$ cat config.mk
export PLATFORM = sky130hd
export DESIGN_NAME = vtu_ctrl
export DESIGN_NICKNAME = d
export VERILOG_FILES = /design/src/rtl/vtu_pkg.sv /design/src/rtl/vtu_stu_bits.sv /design/src/rtl/vtu_entry_store.sv /design/src/rtl/vtu_scan_acc.sv /design/src/rtl/vtu_ctrl.sv
export SDC_FILE = /design/constraint.sdc
export NUM_CORES = 2
export LEC_CHECK = 0
export BUFFER_PORTS_ARGS = -buffer_cell sky130_fd_sc_hd__buf_2
export CORE_ASPECT_RATIO = 1.4
export CORE_UTILIZATION = 50
export CTS_CLUSTER_SIZE = 28
export DETAILED_ROUTE_END_ITERATION = 8
export PLACE_DENSITY = 0.77
export SYNTH_ARGS = -nofsm -noshare
export SYNTH_HDL_FRONTEND = slang
export SYNTH_SLANG_ARGS = --single-unit
$ cat constraint.sdc
create_clock -name clk -period 11.25 [get_ports clk]
set_clock_uncertainty 0.1 [all_clocks]
set_input_delay 1.6875 -clock clk [delete_from_list [all_inputs] [get_ports clk]]
set_output_delay 1.6875 -clock clk [all_outputs]
set_load 0.05 [all_outputs]
$ cat src/rtl/vtu_pkg.sv
package vtu_pkg;
  localparam int VID_W = 12;
  localparam int FID_W = 12;
  localparam int SID_W = 6;
  localparam int NPORT = 7;
  localparam int TAG_W = 2;
  localparam int PORTS_PER_REG = 4;

  typedef logic [NPORT-1:0][TAG_W-1:0] tags_t;

  typedef struct packed {
    logic [VID_W-1:0] vid;
    logic [FID_W-1:0] fid;
    logic [SID_W-1:0] sid;
    tags_t            tags;
  } vlan_ent_t;

  localparam logic [2:0] OPC_FLUSH = 3'd1;
  localparam logic [2:0] OPC_VLOAD = 3'd3;
  localparam logic [2:0] OPC_NEXT  = 3'd4;
  localparam logic [2:0] OPC_SLOAD = 3'd5;

  localparam logic [2:0] A_OP   = 3'd0;
  localparam logic [2:0] A_VID  = 3'd1;
  localparam logic [2:0] A_DAT0 = 3'd2;
  localparam logic [2:0] A_DAT1 = 3'd3;
  localparam logic [2:0] A_DAT2 = 3'd4;
  localparam logic [2:0] A_FID  = 3'd5;
  localparam logic [2:0] A_SID  = 3'd6;

  typedef enum logic [1:0] {ST_IDLE, ST_SCAN, ST_DONE, ST_STU} seq_e;
endpackage

$ cat src/rtl/vtu_stu_bits.sv
module vtu_stu_bits #(
  parameter int SW = 6
) (
  input  logic          clk,
  input  logic          rst_n,
  input  logic          wr_en,
  input  logic [SW-1:0] wr_sid,
  input  logic          wr_valid,
  input  logic [SW-1:0] rd_a_sid,
  output logic          rd_a_valid,
  input  logic [SW-1:0] rd_b_sid,
  output logic          rd_b_valid
);
  localparam int DEPTH = 1 << SW;

  logic [DEPTH-1:0] vbits;

  always_ff @(posedge clk or negedge rst_n) begin
    if (!rst_n) vbits <= '0;
    else if (wr_en) vbits[wr_sid] <= wr_valid;
  end

  assign rd_a_valid = vbits[rd_a_sid];
  assign rd_b_valid = vbits[rd_b_sid];

  // a group write is visible on the next cycle
  p_stu_write_r8: assert property (@(posedge clk) disable iff (!rst_n)
    (wr_en && rd_b_sid == wr_sid) |=> (rd_b_sid != $past(wr_sid)) || (rd_b_valid == $past(wr_valid)));
endmodule

$ cat src/rtl/vtu_entry_store.sv
module vtu_entry_store
  import vtu_pkg::*;
#(
  parameter int DEPTH = 64,
  parameter int IW = 6
) (
  input  logic          clk,
  input  logic          rst_n,
  input  logic          wr_en,
  input  logic [IW-1:0] wr_idx,
  input  vlan_ent_t     wr_ent,
  input  logic          clr_en,
  input  logic [IW-1:0] clr_idx,
  input  logic [IW-1:0] rd_idx,
  output vlan_ent_t     rd_ent,
  output logic          rd_used
);
  vlan_ent_t        mem [DEPTH];
  logic [DEPTH-1:0] used;

  always_ff @(posedge clk or negedge rst_n) begin
    if (!rst_n) begin
      used <= '0;
    end else begin
      if (wr_en)  used[wr_idx]  <= 1'b1;
      if (clr_en) used[clr_idx] <= 1'b0;
    end
  end

  always_ff @(posedge clk) begin
    if (wr_en) mem[wr_idx] <= wr_ent;
  end

  assign rd_ent  = mem[rd_idx];
  assign rd_used = used[rd_idx];

  // a write lands in a free slot or in the slot already holding that identifier
  p_slot_unique_r4: assert property (@(posedge clk) disable iff (!rst_n)
    wr_en |-> (!used[wr_idx] || mem[wr_idx].vid == wr_ent.vid));

  // write and clear never collide
  p_wr_clr_excl_r9: assert property (@(posedge clk) disable iff (!rst_n)
    $onehot0({wr_en, clr_en}));
endmodule

$ cat src/rtl/vtu_scan_acc.sv
module vtu_scan_acc
  import vtu_pkg::*;
#(
  parameter int IW = 6
) (
  input  logic             clk,
  input  logic             rst_n,
  input  logic             clear,
  input  logic             step,
  input  logic [IW-1:0]    slot_idx,
  input  logic             slot_used,
  input  logic             slot_active,
  input  logic [VID_W-1:0] slot_vid,
  input  logic [VID_W-1:0] key_vid,
  output logic             hit_m,
  output logic [IW-1:0]    idx_m,
  output logic             hit_f,
  output logic [IW-1:0]    idx_f,
  output logic             hit_b,
  output logic [IW-1:0]    idx_b
);
  logic [VID_W-1:0] best_vid;
  logic             wrap;
  logic             above;

  assign wrap  = (key_vid == {VID_W{1'b1}});
  assign above = wrap || (slot_vid > key_vid);

  always_ff @(posedge clk or negedge rst_n) begin
    if (!rst_n) begin
      hit_m <= 1'b0; idx_m <= '0;
      hit_f <= 1'b0; idx_f <= '0;
      hit_b <= 1'b0; idx_b <= '0;
      best_vid <= '0;
    end else if (clear) begin
      hit_m <= 1'b0;
      hit_f <= 1'b0;
      hit_b <= 1'b0;
    end else if (step) begin
      if (slot_used && slot_vid == key_vid && !hit_m) begin
        hit_m <= 1'b1;
        idx_m <= slot_idx;
      end
      if (!slot_used && !hit_f) begin
        hit_f <= 1'b1;
        idx_f <= slot_idx;
      end
      if (slot_active && above && (!hit_b || slot_vid < best_vid)) begin
        hit_b    <= 1'b1;
        idx_b    <= slot_idx;
        best_vid <= slot_vid;
      end
    end
  end

  // a remembered search candidate always lies above the start key
  p_best_above_r6: assert property (@(posedge clk) disable iff (!rst_n)
    hit_b |-> (wrap || best_vid > key_vid));
endmodule

$ cat src/rtl/vtu_ctrl.sv
module vtu_ctrl
  import vtu_pkg::*;
#(
  parameter int ENTRIES = 64
) (
  input  logic        clk,
  input  logic        rst_n,
  input  logic        reg_we,
  input  logic [2:0]  reg_addr,
  input  logic [15:0] reg_wdata,
  output logic [15:0] reg_rdata
);
  localparam int IW = (ENTRIES > 1) ? $clog2(ENTRIES) : 1;
  localparam logic [IW-1:0] LAST = IW'(ENTRIES - 1);
  localparam int SLOT_BITS = 4;

  seq_e             state;
  logic [2:0]       opc_r;
  logic             full_r;
  logic [VID_W-1:0] vid_r;
  logic             vvalid_r;
  logic [FID_W-1:0] fid_r;
  logic [SID_W-1:0] sid_r;
  tags_t            tags_r;
  logic [VID_W-1:0] cmd_vid;
  logic             cmd_valid;
  vlan_ent_t        cmd_ent;
  logic [IW-1:0]    scan_idx;

  logic             busy;
  logic             op_write;
  logic             legal_opc;
  logic             start_cmd;
  logic [2:0]       new_opc;

  vlan_ent_t        rd_ent;
  logic             rd_used;
  logic [IW-1:0]    rd_idx;
  logic             wr_en, clr_en;
  logic [IW-1:0]    wr_idx, clr_idx;
  logic             stu_a_valid, stu_b_valid;
  logic             stu_wr;
  logic             hit_m, hit_f, hit_b;
  logic [IW-1:0]    idx_m, idx_f, idx_b;
  logic [15:0]      dat0_view, dat1_view;

  assign busy      = (state != ST_IDLE);
  assign new_opc   = reg_wdata[14:12];
  assign op_write  = reg_we && (reg_addr == A_OP);
  assign legal_opc = (new_opc == OPC_FLUSH) || (new_opc == OPC_VLOAD) ||
                     (new_opc == OPC_NEXT)  || (new_opc == OPC_SLOAD);
  assign start_cmd = op_write && reg_wdata[15] && legal_opc && !busy;

  always_ff @(posedge clk or negedge rst_n) begin
    if (!rst_n) begin
      state     <= ST_IDLE;
      opc_r     <= '0;
      full_r    <= 1'b0;
      vid_r     <= '0;
      vvalid_r  <= 1'b0;
      fid_r     <= '0;
      sid_r     <= '0;
      tags_r    <= '0;
      cmd_vid   <= '0;
      cmd_valid <= 1'b0;
      cmd_ent   <= '0;
      scan_idx  <= '0;
    end else begin
      if (reg_we) begin
        case (reg_addr)
          A_VID: {vvalid_r, vid_r} <= reg_wdata[VID_W:0];
          A_FID: fid_r <= reg_wdata[FID_W-1:0];
          A_SID: sid_r <= reg_wdata[SID_W-1:0];
          default: ;
        endcase
        for (int p = 0; p < NPORT; p++) begin
          if ((reg_addr == A_DAT0 && p < PORTS_PER_REG) ||
              (reg_addr == A_DAT1 && p >= PORTS_PER_REG))
            tags_r[p] <= reg_wdata[(p % PORTS_PER_REG)*SLOT_BITS +: TAG_W];
        end
      end

      case (state)
        ST_IDLE: begin
          if (start_cmd) begin
            opc_r     <= new_opc;
            cmd_vid   <= vid_r;
            cmd_valid <= vvalid_r;
            cmd_ent   <= '{vid: vid_r, fid: fid_r, sid: sid_r, tags: tags_r};
            scan_idx  <= '0;
            state     <= (new_opc == OPC_SLOAD) ? ST_STU : ST_SCAN;
          end
        end
        ST_SCAN: begin
          scan_idx <= scan_idx + 1'b1;
          if (scan_idx == LAST) state <= ST_DONE;
        end
        ST_STU: state <= ST_IDLE;
        ST_DONE: begin
          state <= ST_IDLE;
          if (opc_r == OPC_NEXT) begin
            if (hit_b) begin
              vid_r    <= rd_ent.vid;
              vvalid_r <= 1'b1;
              fid_r    <= rd_ent.fid;
              sid_r    <= rd_ent.sid;
              tags_r   <= rd_ent.tags;
            end else begin
              vvalid_r <= 1'b0;
            end
          end
          if (opc_r == OPC_VLOAD && cmd_valid && !hit_m && !hit_f) full_r <= 1'b1;
          if (opc_r == OPC_FLUSH) full_r <= 1'b0;
        end
        default: state <= ST_IDLE;
      endcase
    end
  end

  always_comb begin
    wr_en   = (state == ST_DONE) && (opc_r == OPC_VLOAD) && cmd_valid && (hit_m || hit_f);
    wr_idx  = hit_m ? idx_m : idx_f;
    clr_en  = ((state == ST_SCAN) && (opc_r == OPC_FLUSH)) ||
              ((state == ST_DONE) && (opc_r == OPC_VLOAD) && !cmd_valid && hit_m);
    clr_idx = (state == ST_SCAN) ? scan_idx : idx_m;
    rd_idx  = (state == ST_DONE) ? idx_b : scan_idx;
    stu_wr  = (state == ST_STU);
  end

  vtu_entry_store #(.DEPTH(ENTRIES), .IW(IW)) store_i (
    .clk(clk), .rst_n(rst_n),
    .wr_en(wr_en), .wr_idx(wr_idx), .wr_ent(cmd_ent),
    .clr_en(clr_en), .clr_idx(clr_idx),
    .rd_idx(rd_idx), .rd_ent(rd_ent), .rd_used(rd_used)
  );

  vtu_stu_bits #(.SW(SID_W)) stu_i (
    .clk(clk), .rst_n(rst_n),
    .wr_en(stu_wr), .wr_sid(cmd_vid[SID_W-1:0]), .wr_valid(cmd_valid),
    .rd_a_sid(rd_ent.sid), .rd_a_valid(stu_a_valid),
    .rd_b_sid(sid_r), .rd_b_valid(stu_b_valid)
  );

  vtu_scan_acc #(.IW(IW)) acc_i (
    .clk(clk), .rst_n(rst_n),
    .clear(start_cmd), .step(state == ST_SCAN),
    .slot_idx(scan_idx), .slot_used(rd_used),
    .slot_active(rd_used && stu_a_valid),
    .slot_vid(rd_ent.vid), .key_vid(cmd_vid),
    .hit_m(hit_m), .idx_m(idx_m),
    .hit_f(hit_f), .idx_f(idx_f),
    .hit_b(hit_b), .idx_b(idx_b)
  );

  always_comb begin
    dat0_view = '0;
    dat1_view = '0;
    for (int p = 0; p < NPORT; p++) begin
      if (p < PORTS_PER_REG) dat0_view[(p % PORTS_PER_REG)*SLOT_BITS +: TAG_W] = tags_r[p];
      else                   dat1_view[(p % PORTS_PER_REG)*SLOT_BITS +: TAG_W] = tags_r[p];
    end
  end

  always_comb begin
    case (reg_addr)
      A_OP:    reg_rdata = {busy, opc_r, full_r, 11'd0};
      A_VID:   reg_rdata = {3'd0, vvalid_r, vid_r};
      A_DAT0:  reg_rdata = dat0_view;
      A_DAT1:  reg_rdata = dat1_view;
      A_FID:   reg_rdata = {{(16-FID_W){1'b0}}, fid_r};
      A_SID:   reg_rdata = {{(16-SID_W){1'b0}}, sid_r};
      default: reg_rdata = '0;
    endcase
  end

  // a legal command write while idle raises busy
  p_start_busy_r2: assert property (@(posedge clk) disable iff (!rst_n)
    start_cmd |=> busy);

  // command writes during a running command leave it untouched
  p_ignore_busy_r3: assert property (@(posedge clk) disable iff (!rst_n)
    (busy && op_write) |=> ($stable(opc_r) && $stable(cmd_vid) && $stable(cmd_valid)));

  // full flag is sticky until a flush finishes
  p_full_sticky_r10: assert property (@(posedge clk) disable iff (!rst_n)
    (full_r && !(state == ST_DONE && opc_r == OPC_FLUSH)) |=> full_r);

  // a search hit always names a valid group
  p_hit_active_r8: assert property (@(posedge clk) disable iff (!rst_n)
    (state == ST_DONE && opc_r == OPC_NEXT && hit_b) |=> (vvalid_r && stu_b_valid));

  // a search miss clears the valid bit
  p_miss_clear_r7: assert property (@(posedge clk) disable iff (!rst_n)
    (state == ST_DONE && opc_r == OPC_NEXT && !hit_b) |=> !vvalid_r);
endmodule

==> impl_results.md <==
* Synth-to-Final Area Change at 11.2%
* # rows at 213
* CTS Hold Bufs at 0
* Post-DP HPWL at 190 mm
* R2R Setup Slk at around 2.8 ns
* Routed wl met3 at roughly 46 mm
* Hold depth at 1
* Die area at ~250,000 um^2
* Worst slew pin tran at 1.68 ns
* Top layer in use: met5
* Grt total ovfl at 0
* Final cell count without fillers at a little over 10k
* Combinational family with the most area after synthesis: multiplexers
* Die span in x at 419 um
* GPL Wtd Cong at around 0.92
* Gr usage total at between 20% and 30%
* Post-synth EDFFs at between 2k and 3k
* Post-route DRC at 0
* Lkg Pwr at ~0.044 uW
* DP Area at around 130,000 um^2
* Worst Hold Class: reg -> reg
* Number of top-level pins at 38
* Relative slew margins at -12.9%
* Ys Warns at 0
* Per-cell routed wire length at 35.9 um
* Top post-synthesis cells by count: edfxtp_1, nand2_1, mux4_2
* Clock buffer depth at 4
* Final nets at around 6.7k
* Critical path class: reg -> reg
* Post-synth top area cell: edfxtp_1
* Via Count at ~69k
* Number of global-route vias before repair at roughly 69k
* Overall Power at about 32,000 uW
* DRT iter0 DRCs at between 10k and 15k
* WL final at between 300 and 400 mm
* CTS H-Tree Depth at 5
* Max-slew violations at 2
* Reg2reg end: acc_i.best_vid[11]
* TritonCTS Buffers at about 280
* Chip height at about 590 um
* Post-synthesis simple-gate area fraction at under 10%
* Post-Syn Area per Cell at around 19 um^2
* Failing checks: max-capacitance violations, max-slew violations
* Maximum ir drop on the vdd rail at between 0.0002 and 0.00025 V
* Clk pin slew, worst setup/hold paths at ~0.070 ns
* RSZ-0062 raised after global routing: no
* Port bufs at 37
* Post-synthesis cell type count at 88
* CP Capture Type: flop
* Async SR Flop Fraction at under 10%
* Adder-cell share of the synthesized area at less than 1%
* Setup Viol. Count Final at 0
* Placed Cells at approximately 9.6k
* Register area share after synthesis at about three quarters
* Critical Path RT at 11.88 ns
* Layout Utilization at a little under three fifths
* Synth top area share at a little over two thirds
* CTS tree: done
* Worst hold path startpoint: acc_i.best_vid[6]
* Worst-skew pair later-pin latency at a little under 0.9 ns
* Status: finished with violations
* Met2 wire len at around 170 mm
* Post-route clock period utilization at approximately three quarters
* Mapped cell area at about 120,000 um^2
* First-pass GRT wire length at between 500 and 600 mm
* Worst reg2reg path startpoint: state[0]
* #FFs+latches synth at approximately 3.1k
* Tmin final at around 8.5 ns
* Clk Tree Root Cell: clkbuf_16
* Design area at approximately 140,000 um^2
* Initial Utilization at between 50 and 60%
* TritonRoute pass-1 iters at 8
* Mux cell area share after synthesis at between 15 and 20%
* # resized after CTS at 0
* Largest net degree at the start of global routing at 130
* Sink Count at around 3.1k
* Ranking of synthesized cells by area: edfxtp_1, mux4_2, dfrtp_1, nand2_1, mux2i_1
* Fillers at about 17k
* Critical path origin: state[0]
* Max_cap viols at 1
* CORE AREA at about 240,000 um^2
* Maximum clock frequency at approximately 0.12 GHz
* Syn nets at 6,558
* Synth Area in XOR/XNOR at less than 1%
* Antenna violations before repair at 19
* Most common cell in the netlist: edfxtp_1
* Compound-Gate Fraction of Synth Area at 3.24%
* Top FF cell, synth: edfxtp_1
* Ratio of cells with drive above 1 in the final layout at 22.3%
* Setup Fix Bufs, Post-CTS at 0
* Final hold vios at 0
* Hold Crit Endpoint: acc_i.best_vid[6]
* Setup_tns at 0 ns
* Post-Syn Instances at ~6.5k
* CP Data Arrival Time at approximately 9.1 ns
* Pwr dens at around 230 nW/um^2
* CP max FO at 47
* Routed Antenna Nets at 0
* Worst R2R Path Depth at 19
* Startpoint type of the worst setup path: flop
* M1 WL at ~110 mm
* Via-per-instance ratio at between 6 and 7
-- power by group --
group,internal (uW),switching (uW)
registers,13500,497
clock network,5280,4190
logic,3140,4970
total,22000,9650
-- cell type report --
class                           count  area, um^2  share of cell area, %
Sequential cell                  3079       91200                   67.4
Multi-Input combinational cell   3003       29400                   21.7
Clock buffer                      348        7390                   5.46
Tap cell                         3225        4040                   2.98
Timing Repair Buffer              214        1670                   1.24
Clock inverter                    139        1420                   1.05
Inverter                           56         210                  0.155
Antenna cell                       14        35.0                 0.0259
-- flip-flops by register name (all words and copies together), names as in the netlist, 2 cells and up --
register and flops:
store_i.mem 2816, store_i.used 64, stu_i.vbits 64, cmd_ent 44, acc_i.best_vid 12, fid_r 12
vid_r 12, dat0_view 8, acc_i.idx_b 6, acc_i.idx_f 6, acc_i.idx_m 6, dat1_view 6
scan_idx 6, sid_r 6, opc_r 3, state 2
-- cells by family after synthesis --
logic type | count (synthesis)
mux | 970
compound gates | 564
simple gates | 1444
fa+ha+maj | 24
xor+xnor | 1
buf+inv | 430
flops | 3079
-- how the worst max path moves through the flow --
stage                                     to  slack, ns
after floorplan           acc_i.best_vid[10]       4.51
after detailed placement      acc_i.idx_b[0]       3.23
final                     acc_i.best_vid[11]       2.76
after global placement        acc_i.idx_b[0]       3.17
after CTS                 acc_i.best_vid[11]       3.08
after global routing       acc_i.best_vid[1]       2.67
-- metal layers --
metal / vias to the layer above / GRT usage (%)
met1: 35100 / 35.6
met4: 14 / 20.7
met2: 5827 / 46.4
met3: 1435 / 7.16
li1: 26400 / -
met5: - / 0
-- metrics by stage --
stage	hold slack, ns	setup WS, ns
3_5_place_dp	0.375	3.23
3_3_place_gp	0.367	3.17
4_1_cts	0.389	3.08
6_report	0.389	2.76
5_1_grt	0.407	2.67
2_1_floorplan	0.355	4.51
-- placed cells by master (no fill, tap or decap), types with 24 or more instances in the layout --
| cell type | synthesis | routed |
|---|---|---|
| a21oi_1 | 172 | 171 |
| a311oi_1 | 124 | 123 |
| a31oi_1 | 52 | 52 |
| and3_1 | 87 | 87 |
| buf_2 | 73 | 36 |
| buf_4 | 13 | 165 |
| bufinv_16 | 0 | 26 |
| clkbuf_1 | 195 | 60 |
| clkbuf_16 | 0 | 284 |
| clkinv_1 | 2 | 45 |
| clkinv_2 | 0 | 43 |
| dfrtp_1 | 263 | 241 |
| edfxtp_1 | 2816 | 2816 |
| ha_1 | 24 | 24 |
| inv_1 | 53 | 53 |
| mux2_2 | 134 | 132 |
| mux2i_1 | 153 | 150 |
| mux4_2 | 675 | 675 |
| nand2_1 | 775 | 774 |
| nand3_1 | 191 | 191 |
| nor2_1 | 296 | 232 |
| nor2_4 | 1 | 65 |
| o211ai_1 | 35 | 35 |
| o21ai_0 | 45 | 45 |
-- worst max-delay path, stage by stage (launching register included) --
cell	delay (ns)
dfrtp_1	0.69
nor2b_4	0.14
buf_4	0.36
o21ai_4	0.76
buf_4	0.81
mux4_2	0.43
nand2_1	0.08
and3_1	0.17
a311oi_1	0.06
a311oi_1	1.34
a21oi_1	0.40
ha_1	0.46
and3_1	0.17
a221o_1	0.15
a21oi_1	0.07
nand2_1	0.06
a21oi_1	0.06
or4_4	0.52
a211oi_4	0.98
mux2_2	0.42
(Power assumes the default switching activity.)
